File: config.mk
export PLATFORM = sky130hd
export DESIGN_NAME = sbus_cpu
export DESIGN_NICKNAME = d
export VERILOG_FILES = /design/src/rtl/sbc_pkg.sv /design/src/rtl/sbc_ctrl.sv /design/src/rtl/sbc_regfile.sv /design/src/rtl/sbc_alu.sv /design/src/rtl/sbus_cpu.sv
export SDC_FILE = /design/constraint.sdc
export NUM_CORES = 1
export LEC_CHECK = 0
export ABC_AREA = 1
export BUFFER_PORTS_ARGS = -buffer_cell sky130_fd_sc_hd__buf_2
export CAP_MARGIN = 20
export CORE_AREA = 3 3 151 153
export CTS_BUF_LIST = sky130_fd_sc_hd__clkbuf_8
export CTS_CLUSTER_DIAMETER = 40
export DETAILED_ROUTE_END_ITERATION = 10
export DIE_AREA = 0 0 154 156
export GPL_TIMING_DRIVEN = 0
export HOLD_SLACK_MARGIN = 0.06
export PLACE_DENSITY = 0.54
export REMOVE_ABC_BUFFERS = 1
export SETUP_SLACK_MARGIN = 0.02
export SLEW_MARGIN = 15
export SYNTH_ARGS = -nofsm -noshare
export SYNTH_HDL_FRONTEND = slang
export SYNTH_HIERARCHICAL = 1
export SYNTH_SLANG_ARGS = --single-unit
File: constraint.sdc
create_clock -name clk -period 3.4 [get_ports clk]
set_input_delay 0.17 -clock clk [delete_from_list [all_inputs] [get_ports clk]]
set_output_delay 0.17 -clock clk [all_outputs]
set_load 0.01 [all_outputs]
File: src/rtl/sbc_pkg.sv
`timescale 1ns/1ps
// Shared types for the single-bus sequencer.
// Assumes a 3-bit opcode and a one-hot bus-source code.
package sbc_pkg;

    localparam int OP_W = 3;

    typedef enum logic [OP_W-1:0] {
        OPC_LOAD  = 3'd1,
        OPC_STORE = 3'd2,
        OPC_ADD   = 3'd3,
        OPC_JMP   = 3'd4
    } opcode_e;

    // One-hot bus source; SRC_IDLE drives zero.
    typedef enum logic [5:0] {
        SRC_IDLE = 6'b000001,
        SRC_IP   = 6'b000010,
        SRC_IRA  = 6'b000100,
        SRC_MDR  = 6'b001000,
        SRC_REG  = 6'b010000,
        SRC_C    = 6'b100000
    } bus_src_e;

    // Instruction field that addresses the register-file read port.
    typedef enum logic [1:0] {
        FLD_DST  = 2'd0,
        FLD_SRCJ = 2'd1,
        FLD_SRCK = 2'd2
    } rd_fld_e;

    typedef enum logic [3:0] {
        ST_F0, ST_F1, ST_F2, ST_DEC,
        ST_L0, ST_L1, ST_L2,
        ST_S0, ST_S1, ST_S2,
        ST_A0, ST_A1, ST_A2,
        ST_J0
    } step_e;

    typedef struct packed {
        bus_src_e src;
        rd_fld_e  rd_fld;
        logic     ld_mar;
        logic     ld_mdr_mem;
        logic     ld_mdr_bus;
        logic     ld_ir;
        logic     ld_ip;
        logic     inc_ip;
        logic     ld_a;
        logic     ld_c;
        logic     wr_reg;
        logic     wr_from_alu;
        logic     mem_rd;
        logic     mem_wr;
    } ctl_t;

endpackage

File: src/rtl/sbc_ctrl.sv
`timescale 1ns/1ps
// Step sequencer: walks fetch, decode and each execute series,
// one register transfer per clock.
// Assumes the opcode input comes from the instruction latch, loaded in ST_F2.
module sbc_ctrl
    import sbc_pkg::*;
#(
    parameter bit TWO_BUS = 1'b0
) (
    input  logic            clk,
    input  logic            rst_n,
    input  logic [OP_W-1:0] op,
    output ctl_t            ctl
);

    step_e step_q, step_d;

    // Step register, synchronous active-low reset.
    always_ff @(posedge clk) begin
        if (!rst_n) step_q <= ST_F0;
        else        step_q <= step_d;
    end

    // Control word and next step for the current step.
    always_comb begin
        ctl        = '0;
        ctl.src    = SRC_IDLE;
        ctl.rd_fld = FLD_DST;
        step_d     = ST_F0;
        case (step_q)
            ST_F0:  begin ctl.src = SRC_IP;  ctl.ld_mar = 1'b1; step_d = ST_F1; end
            ST_F1:  begin ctl.mem_rd = 1'b1; ctl.ld_mdr_mem = 1'b1; ctl.inc_ip = 1'b1; step_d = ST_F2; end
            ST_F2:  begin ctl.src = SRC_MDR; ctl.ld_ir = 1'b1; step_d = ST_DEC; end
            ST_DEC: begin
                case (op)
                    OPC_LOAD:  step_d = ST_L0;
                    OPC_STORE: step_d = ST_S0;
                    OPC_ADD:   step_d = ST_A0;
                    OPC_JMP:   step_d = ST_J0;
                    default:   step_d = ST_F0;
                endcase
            end
            ST_L0:  begin ctl.src = SRC_IRA; ctl.ld_mar = 1'b1; step_d = ST_L1; end
            ST_L1:  begin ctl.mem_rd = 1'b1; ctl.ld_mdr_mem = 1'b1; step_d = ST_L2; end
            ST_L2:  begin ctl.src = SRC_MDR; ctl.wr_reg = 1'b1; end
            ST_S0:  begin ctl.src = SRC_IRA; ctl.ld_mar = 1'b1; step_d = ST_S1; end
            ST_S1:  begin ctl.src = SRC_REG; ctl.rd_fld = FLD_DST; ctl.ld_mdr_bus = 1'b1; step_d = ST_S2; end
            ST_S2:  begin ctl.mem_wr = 1'b1; end
            ST_A0:  begin ctl.src = SRC_REG; ctl.rd_fld = FLD_SRCK; ctl.ld_a = 1'b1; step_d = ST_A1; end
            ST_A1:  begin
                ctl.src    = SRC_REG;
                ctl.rd_fld = FLD_SRCJ;
                if (TWO_BUS) begin
                    ctl.wr_reg      = 1'b1;
                    ctl.wr_from_alu = 1'b1;
                end else begin
                    ctl.ld_c = 1'b1;
                    step_d   = ST_A2;
                end
            end
            ST_A2:  begin ctl.src = SRC_C;   ctl.wr_reg = 1'b1; end
            ST_J0:  begin ctl.src = SRC_IRA; ctl.ld_ip = 1'b1; end
            default: step_d = ST_F0;
        endcase
    end

endmodule

File: src/rtl/sbc_regfile.sv
`timescale 1ns/1ps
// General register file: one read port feeding the bus, one write port.
// Assumes NREG is a power of two.
module sbc_regfile #(
    parameter int DATA_W = 12,
    parameter int NREG   = 4,
    localparam int IDX_W = $clog2(NREG)
) (
    input  logic              clk,
    input  logic              rst_n,
    input  logic [IDX_W-1:0]  rd_idx,
    output logic [DATA_W-1:0] rd_data,
    input  logic              wr_en,
    input  logic [IDX_W-1:0]  wr_idx,
    input  logic [DATA_W-1:0] wr_data
);

    logic [DATA_W-1:0] regs_q [NREG];

    // Register storage with synchronous clear.
    always_ff @(posedge clk) begin
        for (int i = 0; i < NREG; i++) begin
            if (!rst_n)                               regs_q[i] <= '0;
            else if (wr_en && (wr_idx == IDX_W'(i)))  regs_q[i] <= wr_data;
        end
    end

    // Read port.
    assign rd_data = regs_q[rd_idx];

endmodule

File: src/rtl/sbc_alu.sv
`timescale 1ns/1ps
// Adder between operand latch A and the bus (B input).
// Assumes modular wrap at DATA_W bits.
module sbc_alu #(
    parameter int DATA_W = 12
) (
    input  logic [DATA_W-1:0] a,
    input  logic [DATA_W-1:0] b,
    output logic [DATA_W-1:0] sum
);

    // Modular sum.
    assign sum = a + b;

endmodule

File: src/rtl/sbus_cpu.sv
`timescale 1ns/1ps
// Single-bus CPU: datapath latches, bus multiplexer and the sequencer.
// Assumes DATA_W leaves room for the opcode and three register fields,
// and ADDR_W <= DATA_W. Memory is external and read combinationally.
module sbus_cpu
    import sbc_pkg::*;
#(
    parameter int DATA_W  = 12,
    parameter int ADDR_W  = 4,
    parameter int NREG    = 4,
    parameter bit TWO_BUS = 1'b0
) (
    input  logic              clk,
    input  logic              rst_n,
    output logic [ADDR_W-1:0] mem_addr,
    output logic              mem_rd,
    output logic              mem_wr,
    output logic [DATA_W-1:0] mem_wdata,
    input  logic [DATA_W-1:0] mem_rdata
);

    localparam int IDX_W  = $clog2(NREG);
    localparam int OP_LSB = DATA_W - OP_W;
    localparam int RI_LSB = OP_LSB - IDX_W;
    localparam int RJ_LSB = RI_LSB - IDX_W;
    localparam int RK_LSB = RJ_LSB - IDX_W;
    localparam int PAD_W  = DATA_W - ADDR_W;

    ctl_t              ctl;
    logic [ADDR_W-1:0] ip_q, mar_q;
    logic [DATA_W-1:0] mdr_q, ir_q, a_q, c_q;
    logic [DATA_W-1:0] bus, rf_rd, alu_sum, wr_data;
    logic [IDX_W-1:0]  rd_idx;

    // Plain copies of control fields for the bound checker.
    logic [5:0] bus_sel;
    logic       ld_mar_w, ld_mdr_bus_w;
    assign bus_sel      = ctl.src;
    assign ld_mar_w     = ctl.ld_mar;
    assign ld_mdr_bus_w = ctl.ld_mdr_bus;

    sbc_ctrl #(.TWO_BUS(TWO_BUS)) ctrl_i (
        .clk   (clk),
        .rst_n (rst_n),
        .op    (ir_q[OP_LSB +: OP_W]),
        .ctl   (ctl)
    );

    // Register-file read index from the selected instruction field.
    always_comb begin
        case (ctl.rd_fld)
            FLD_SRCJ: rd_idx = ir_q[RJ_LSB +: IDX_W];
            FLD_SRCK: rd_idx = ir_q[RK_LSB +: IDX_W];
            default:  rd_idx = ir_q[RI_LSB +: IDX_W];
        endcase
    end

    sbc_regfile #(.DATA_W(DATA_W), .NREG(NREG)) rf_i (
        .clk     (clk),
        .rst_n   (rst_n),
        .rd_idx  (rd_idx),
        .rd_data (rf_rd),
        .wr_en   (ctl.wr_reg),
        .wr_idx  (ir_q[RI_LSB +: IDX_W]),
        .wr_data (wr_data)
    );

    sbc_alu #(.DATA_W(DATA_W)) alu_i (
        .a   (a_q),
        .b   (bus),
        .sum (alu_sum)
    );

    // The shared bus: exactly one source per step.
    always_comb begin
        case (ctl.src)
            SRC_IP:  bus = {{PAD_W{1'b0}}, ip_q};
            SRC_IRA: bus = {{PAD_W{1'b0}}, ir_q[ADDR_W-1:0]};
            SRC_MDR: bus = mdr_q;
            SRC_REG: bus = rf_rd;
            SRC_C:   bus = c_q;
            default: bus = '0;
        endcase
    end

    // Destination write comes from the bus, or from the ALU bridge (two-bus add).
    assign wr_data = ctl.wr_from_alu ? alu_sum : bus;

    // Instruction pointer: jump load or post-read increment.
    always_ff @(posedge clk) begin
        if (!rst_n)          ip_q <= '0;
        else if (ctl.ld_ip)  ip_q <= bus[ADDR_W-1:0];
        else if (ctl.inc_ip) ip_q <= ip_q + 1'b1;
    end

    // Memory address latch.
    always_ff @(posedge clk) begin
        if (!rst_n)          mar_q <= '0;
        else if (ctl.ld_mar) mar_q <= bus[ADDR_W-1:0];
    end

    // Memory data latch: from memory on a read, from the bus before a write.
    always_ff @(posedge clk) begin
        if (!rst_n)              mdr_q <= '0;
        else if (ctl.ld_mdr_mem) mdr_q <= mem_rdata;
        else if (ctl.ld_mdr_bus) mdr_q <= bus;
    end

    // Instruction latch.
    always_ff @(posedge clk) begin
        if (!rst_n)         ir_q <= '0;
        else if (ctl.ld_ir) ir_q <= bus;
    end

    // ALU operand and result latches.
    always_ff @(posedge clk) begin
        if (!rst_n) begin
            a_q <= '0;
            c_q <= '0;
        end else begin
            if (ctl.ld_a) a_q <= bus;
            if (ctl.ld_c) c_q <= alu_sum;
        end
    end

    assign mem_addr  = mar_q;
    assign mem_wdata = mdr_q;
    assign mem_rd    = ctl.mem_rd;
    assign mem_wr    = ctl.mem_wr;

endmodule

==> parameters.txt <==
Parameter                              Value

Logic synthesis
  Synthesized area per cell    7.39 µm²
  Proportion of synthesized flip-flops having asynchronous set or reset    0
  Share of synthesized area occupied by flip-flops and latches    0.410
  Number of warnings printed during yosys synthesis    6
  Synthesized instance count    873
  Register bit total from synthesis    108
  Count of flip-flops with a built-in enable after synthesis    48
  Primary flip-flop cell chosen by synthesis mapping    sky130_fd_sc_hd__dfxtp_1
  Number of different library cells in the post-synthesis netlist    40
  Netlist area before placement    6450 µm²

Outcome
  Failing checks    setup timing
  Run status    complete, but fails checks

STA
  Share of the clock period used by the worst path after layout    1.00
  Final setup margin    -12.6 ps
  Setup repair after global routing missed its margin    yes
  Max Fclk    between 200 and 300 MHz
  Max-slew violation count    0
  Final Hold Fails    0
  Headroom to the max-slew limit    0.349
  Worst-case clock skew    around 13 ps
  Min Tclk post-route    3410 ps
  Setup-violating endpoint count in the final report    4
  Transition time at the pin with the least slew margin    slightly below 1000 ps

Routing
  Routed via count    between 5k and 6k
  DR WL met2    9.35 mm
  Routed len/inst    16.3 µm
  Number of vias per cell after detailed routing    roughly 4.8
  Met1 wire length    9.11 mm
  Final routed wirelength across all metal layers    roughly 20 mm
  First DRT Iteration DRCs    roughly 400
  Number of DRC violations after detailed routing    0
  Detailed Routing Iterations Pass 1    5
  Uppermost layer routed    met4
  Met3 layer wire length in the routed design    roughly 1.2 mm
  Number of nets still failing antenna checks after routing    0

GRT
  Largest net degree at the start of global routing    39
  Vias in the first global route    5,607
  First-pass GRT wire length    roughly 31 mm
  Number of antenna violations at the first check in global routing    0
  GRT Resource Usage Total    0.167
  Remaining Overflow, GRT    0

Clocking
  Total clock sinks    between 100 and 150
  Maximum buffer depth of the clock tree    2
  Depth of the CTS H-tree    3
  TritonCTS clock tree    done
  CTS Buf Count    9
  Clock Root Buffer    sky130_fd_sc_hd__clkbuf_8
  Clock-pin slew on the worst setup and hold paths    ~110 ps
  Clock network latency to the later pin of the worst-skew pair    410 ps

Worst setup path
  Crit path max fanout    8
  Buffer and inverter count on the worst path    5
  Library cell contributing the largest single delay on the critical path    sky130_fd_sc_hd__dfxtp_4
  Critical Path Start Type    flop
  Top cell family by delay on the critical path    simple AND/OR/NAND/NOR gates
  Worst path cell trace    inv_4, nor2_4, inv_2, nor2_4, ha_4, inv_4, nor2_4, a21oi_4, clkinvlp_4, buf_6, nand2_1, nand3_1, nand2_1, nand4_1, nand3_4, ha_4, a21oi_4, nor2_1, nor2_2, nand2_1, nand2_1, nand2_2, nor2_1, nor2_1
  Data arrival time of the critical path    roughly 3700 ps
  Cell type with the highest occurrence count on the critical path    sky130_fd_sc_hd__nand2_1
  Endpoint type of the worst setup path    flop
  WS Path Type    reg2reg
  Peak per-stage delay on the critical path    about 390 ps
  Data required time at the worst endpoint    between 3000 and 4000 ps

Min path
  Kind of path behind the tightest hold check    in2reg

Pwr
  Peak supply drop    ~0.15 mV
  Cell internal pwr    between 2 and 2.5 mW
  Register share of total power    0.477
  Power spent charging and discharging nets    between 1 and 1.5 mW
  Proportion of power drawn by the clock network    0.286
  Power density over the cells    approximately 390 nW/µm²
  Overall Power    3.13 mW
  Switching power as a share of total power    0.329
  P_leak    3.76 nW
  Fraction of power consumed by combinational cells    0.237

Floorplan
  I/O pins    32
  Initial core utilization    0.297
  Overall die area    24,000 µm²
  Total core area    ~22,000 µm²
  Die height    156 µm
  Floorplan die width    ~150 µm
  Number of placement rows    54

Final layout
  Proportion of layout cells with a drive suffix above 1    0.288
  Layout Area Growth over Synthesis    25.7%
  Finished Layout Cells    approximately 1.2k
  ANT cells    0
  Post-layout net count    slightly below 1k

Flow run
  Max-cap violation count    0

Placed design
  Placed cell count    1,150
  PortBufs    31
  Placer congestion estimate    slightly above 0.8
  Worst Setup Slack post-DPL    -1960 ps
  Sum of net half-perimeters after detailed placement    around 12 mm
==> routing by layer <==
layer	track usage	up-vias
met2	0.271	142
met1	0.222	2766
met4	0.0458	0
li1	-	2932
met5	0	-
met3	0.0424	24
==> synthesized netlist by cell type (all sizes together) (8+ instances only) <==
| cell | number | area (µm²) |
|---|---|---|
| a21oi | 33 | 165 |
| a22oi | 13 | 97.6 |
| nand2 | 176 | 686 |
| inv | 148 | 556 |
| nand3 | 61 | 378 |
| ha | 14 | 175 |
| dfxtp | 60 | 1200 |
| nand4 | 39 | 263 |
| buf | 24 | 195 |
| o21ai | 52 | 275 |
| clkbuf | 13 | 72.6 |
| nor2 | 164 | 713 |
| xor2 | 8 | 70.1 |
| edfxtp | 48 | 1440 |
==> kinds of logic after synthesis <==
family                   Yosys count  share of synthesized area
AO/OA/AOI/OAI                    109                     0.0956
buffers and inverters            186                      0.129
AND/OR/NAND/NOR                  444                      0.321
flip-flops                       108                      0.410
adder cells (fa/ha/maj)           15                     0.0303
XOR/XNOR                          10                     0.0136
other                              1                   0.000581
==> worst reg2reg max path: cells and delay by family, from the launching register on <==
family	cells	cell delay (ps)
simple gates	15	1370
flops	1	390
fa+ha+maj	2	490
buf+inv	5	660
compound gates	2	400
==> per-stage QoR <==
stage / hold WS, ps / setup TNS [ps] / utilization / instance area (µm²)
2_1_floorplan: 306 / -66980 / - / 6170
3_3_place_gp: 475 / -306340 / 0.308 / 6680
3_5_place_dp: 474 / -96780 / 0.311 / 6740
4_1_cts: 61.5 / -17.5 / 0.358 / 7770
5_1_grt: 79.5 / -2170 / 0.374 / 8110
6_report: 78.6 / -17.1 / 0.374 / 8110
==> final timing paths <==
kind               startpoint  slack, ps  depth (start not counted)           end
max          ctrl_i/step_q[1]        -10                         24        c_q[8]
min              mem_rdata[9]         80                          3  mem_wdata[9]
max reg2reg  ctrl_i/step_q[1]        -10                         24        c_q[8]
min reg2reg            c_q[3]        490                          2        c_q[3]
==> sequential cells by signal, summed over array words and instances, names as in the netlist <==
name           cells
mem_addr           4
mem_wdata         12
ip_q               4
a_q               12
ir_q              12
rf_i/regs_q       48
c_q               12
ctrl_i/step_q      4
==> power by group through the flow <==
| stage | clock (mW) | combinational, mW | sequential, mW |
|---|---|---|---|
| after detailed placement | 0 | 0.594 | 1.52 |
| after global routing | 0.959 | 0.827 | 1.50 |
| final | 0.894 | 0.742 | 1.49 |
| after floorplan | 0 | 0.377 | 1.51 |
| after CTS | 0.914 | 0.713 | 1.49 |
| after global placement | 0 | 0.574 | 1.51 |
==> what timing repair did <==
action | in CTS | in global routing
cloned | 4 | 0
hold buffers | 2 | 0
endpoints found under the hold margin | 2 | 0
endpoints found under the setup margin | 104 | 11
resized for setup | 83 | 55
pin swaps | 42 | 55
setup buffers | 44 | 18
==> cells in the final DEF, fill, tap and decap left out, drive strengths merged, types with 14 or more instances in the layout <==
master  count
nand2     176
a21oi      34
nand3      61
nor2      165
inv       149
ha         14
o21ai      52
dfxtp      60
edfxtp     48
buf        97
nand4      39
==> final cells by class <==
type                            count  area [µm²]
Multi-Input combinational cell    581        3580
Timing Repair Buffer               99         714
Clock buffer                        9         124
Clock inverter                      7        92.6
Timing Repair inverter              2        15.0
Fill cell                        2234       13600
Tap cell                          280         350
Inverter                          148         573
Sequential cell                   108        2660
No activity file was read; power rests on OpenSTA's default activity.
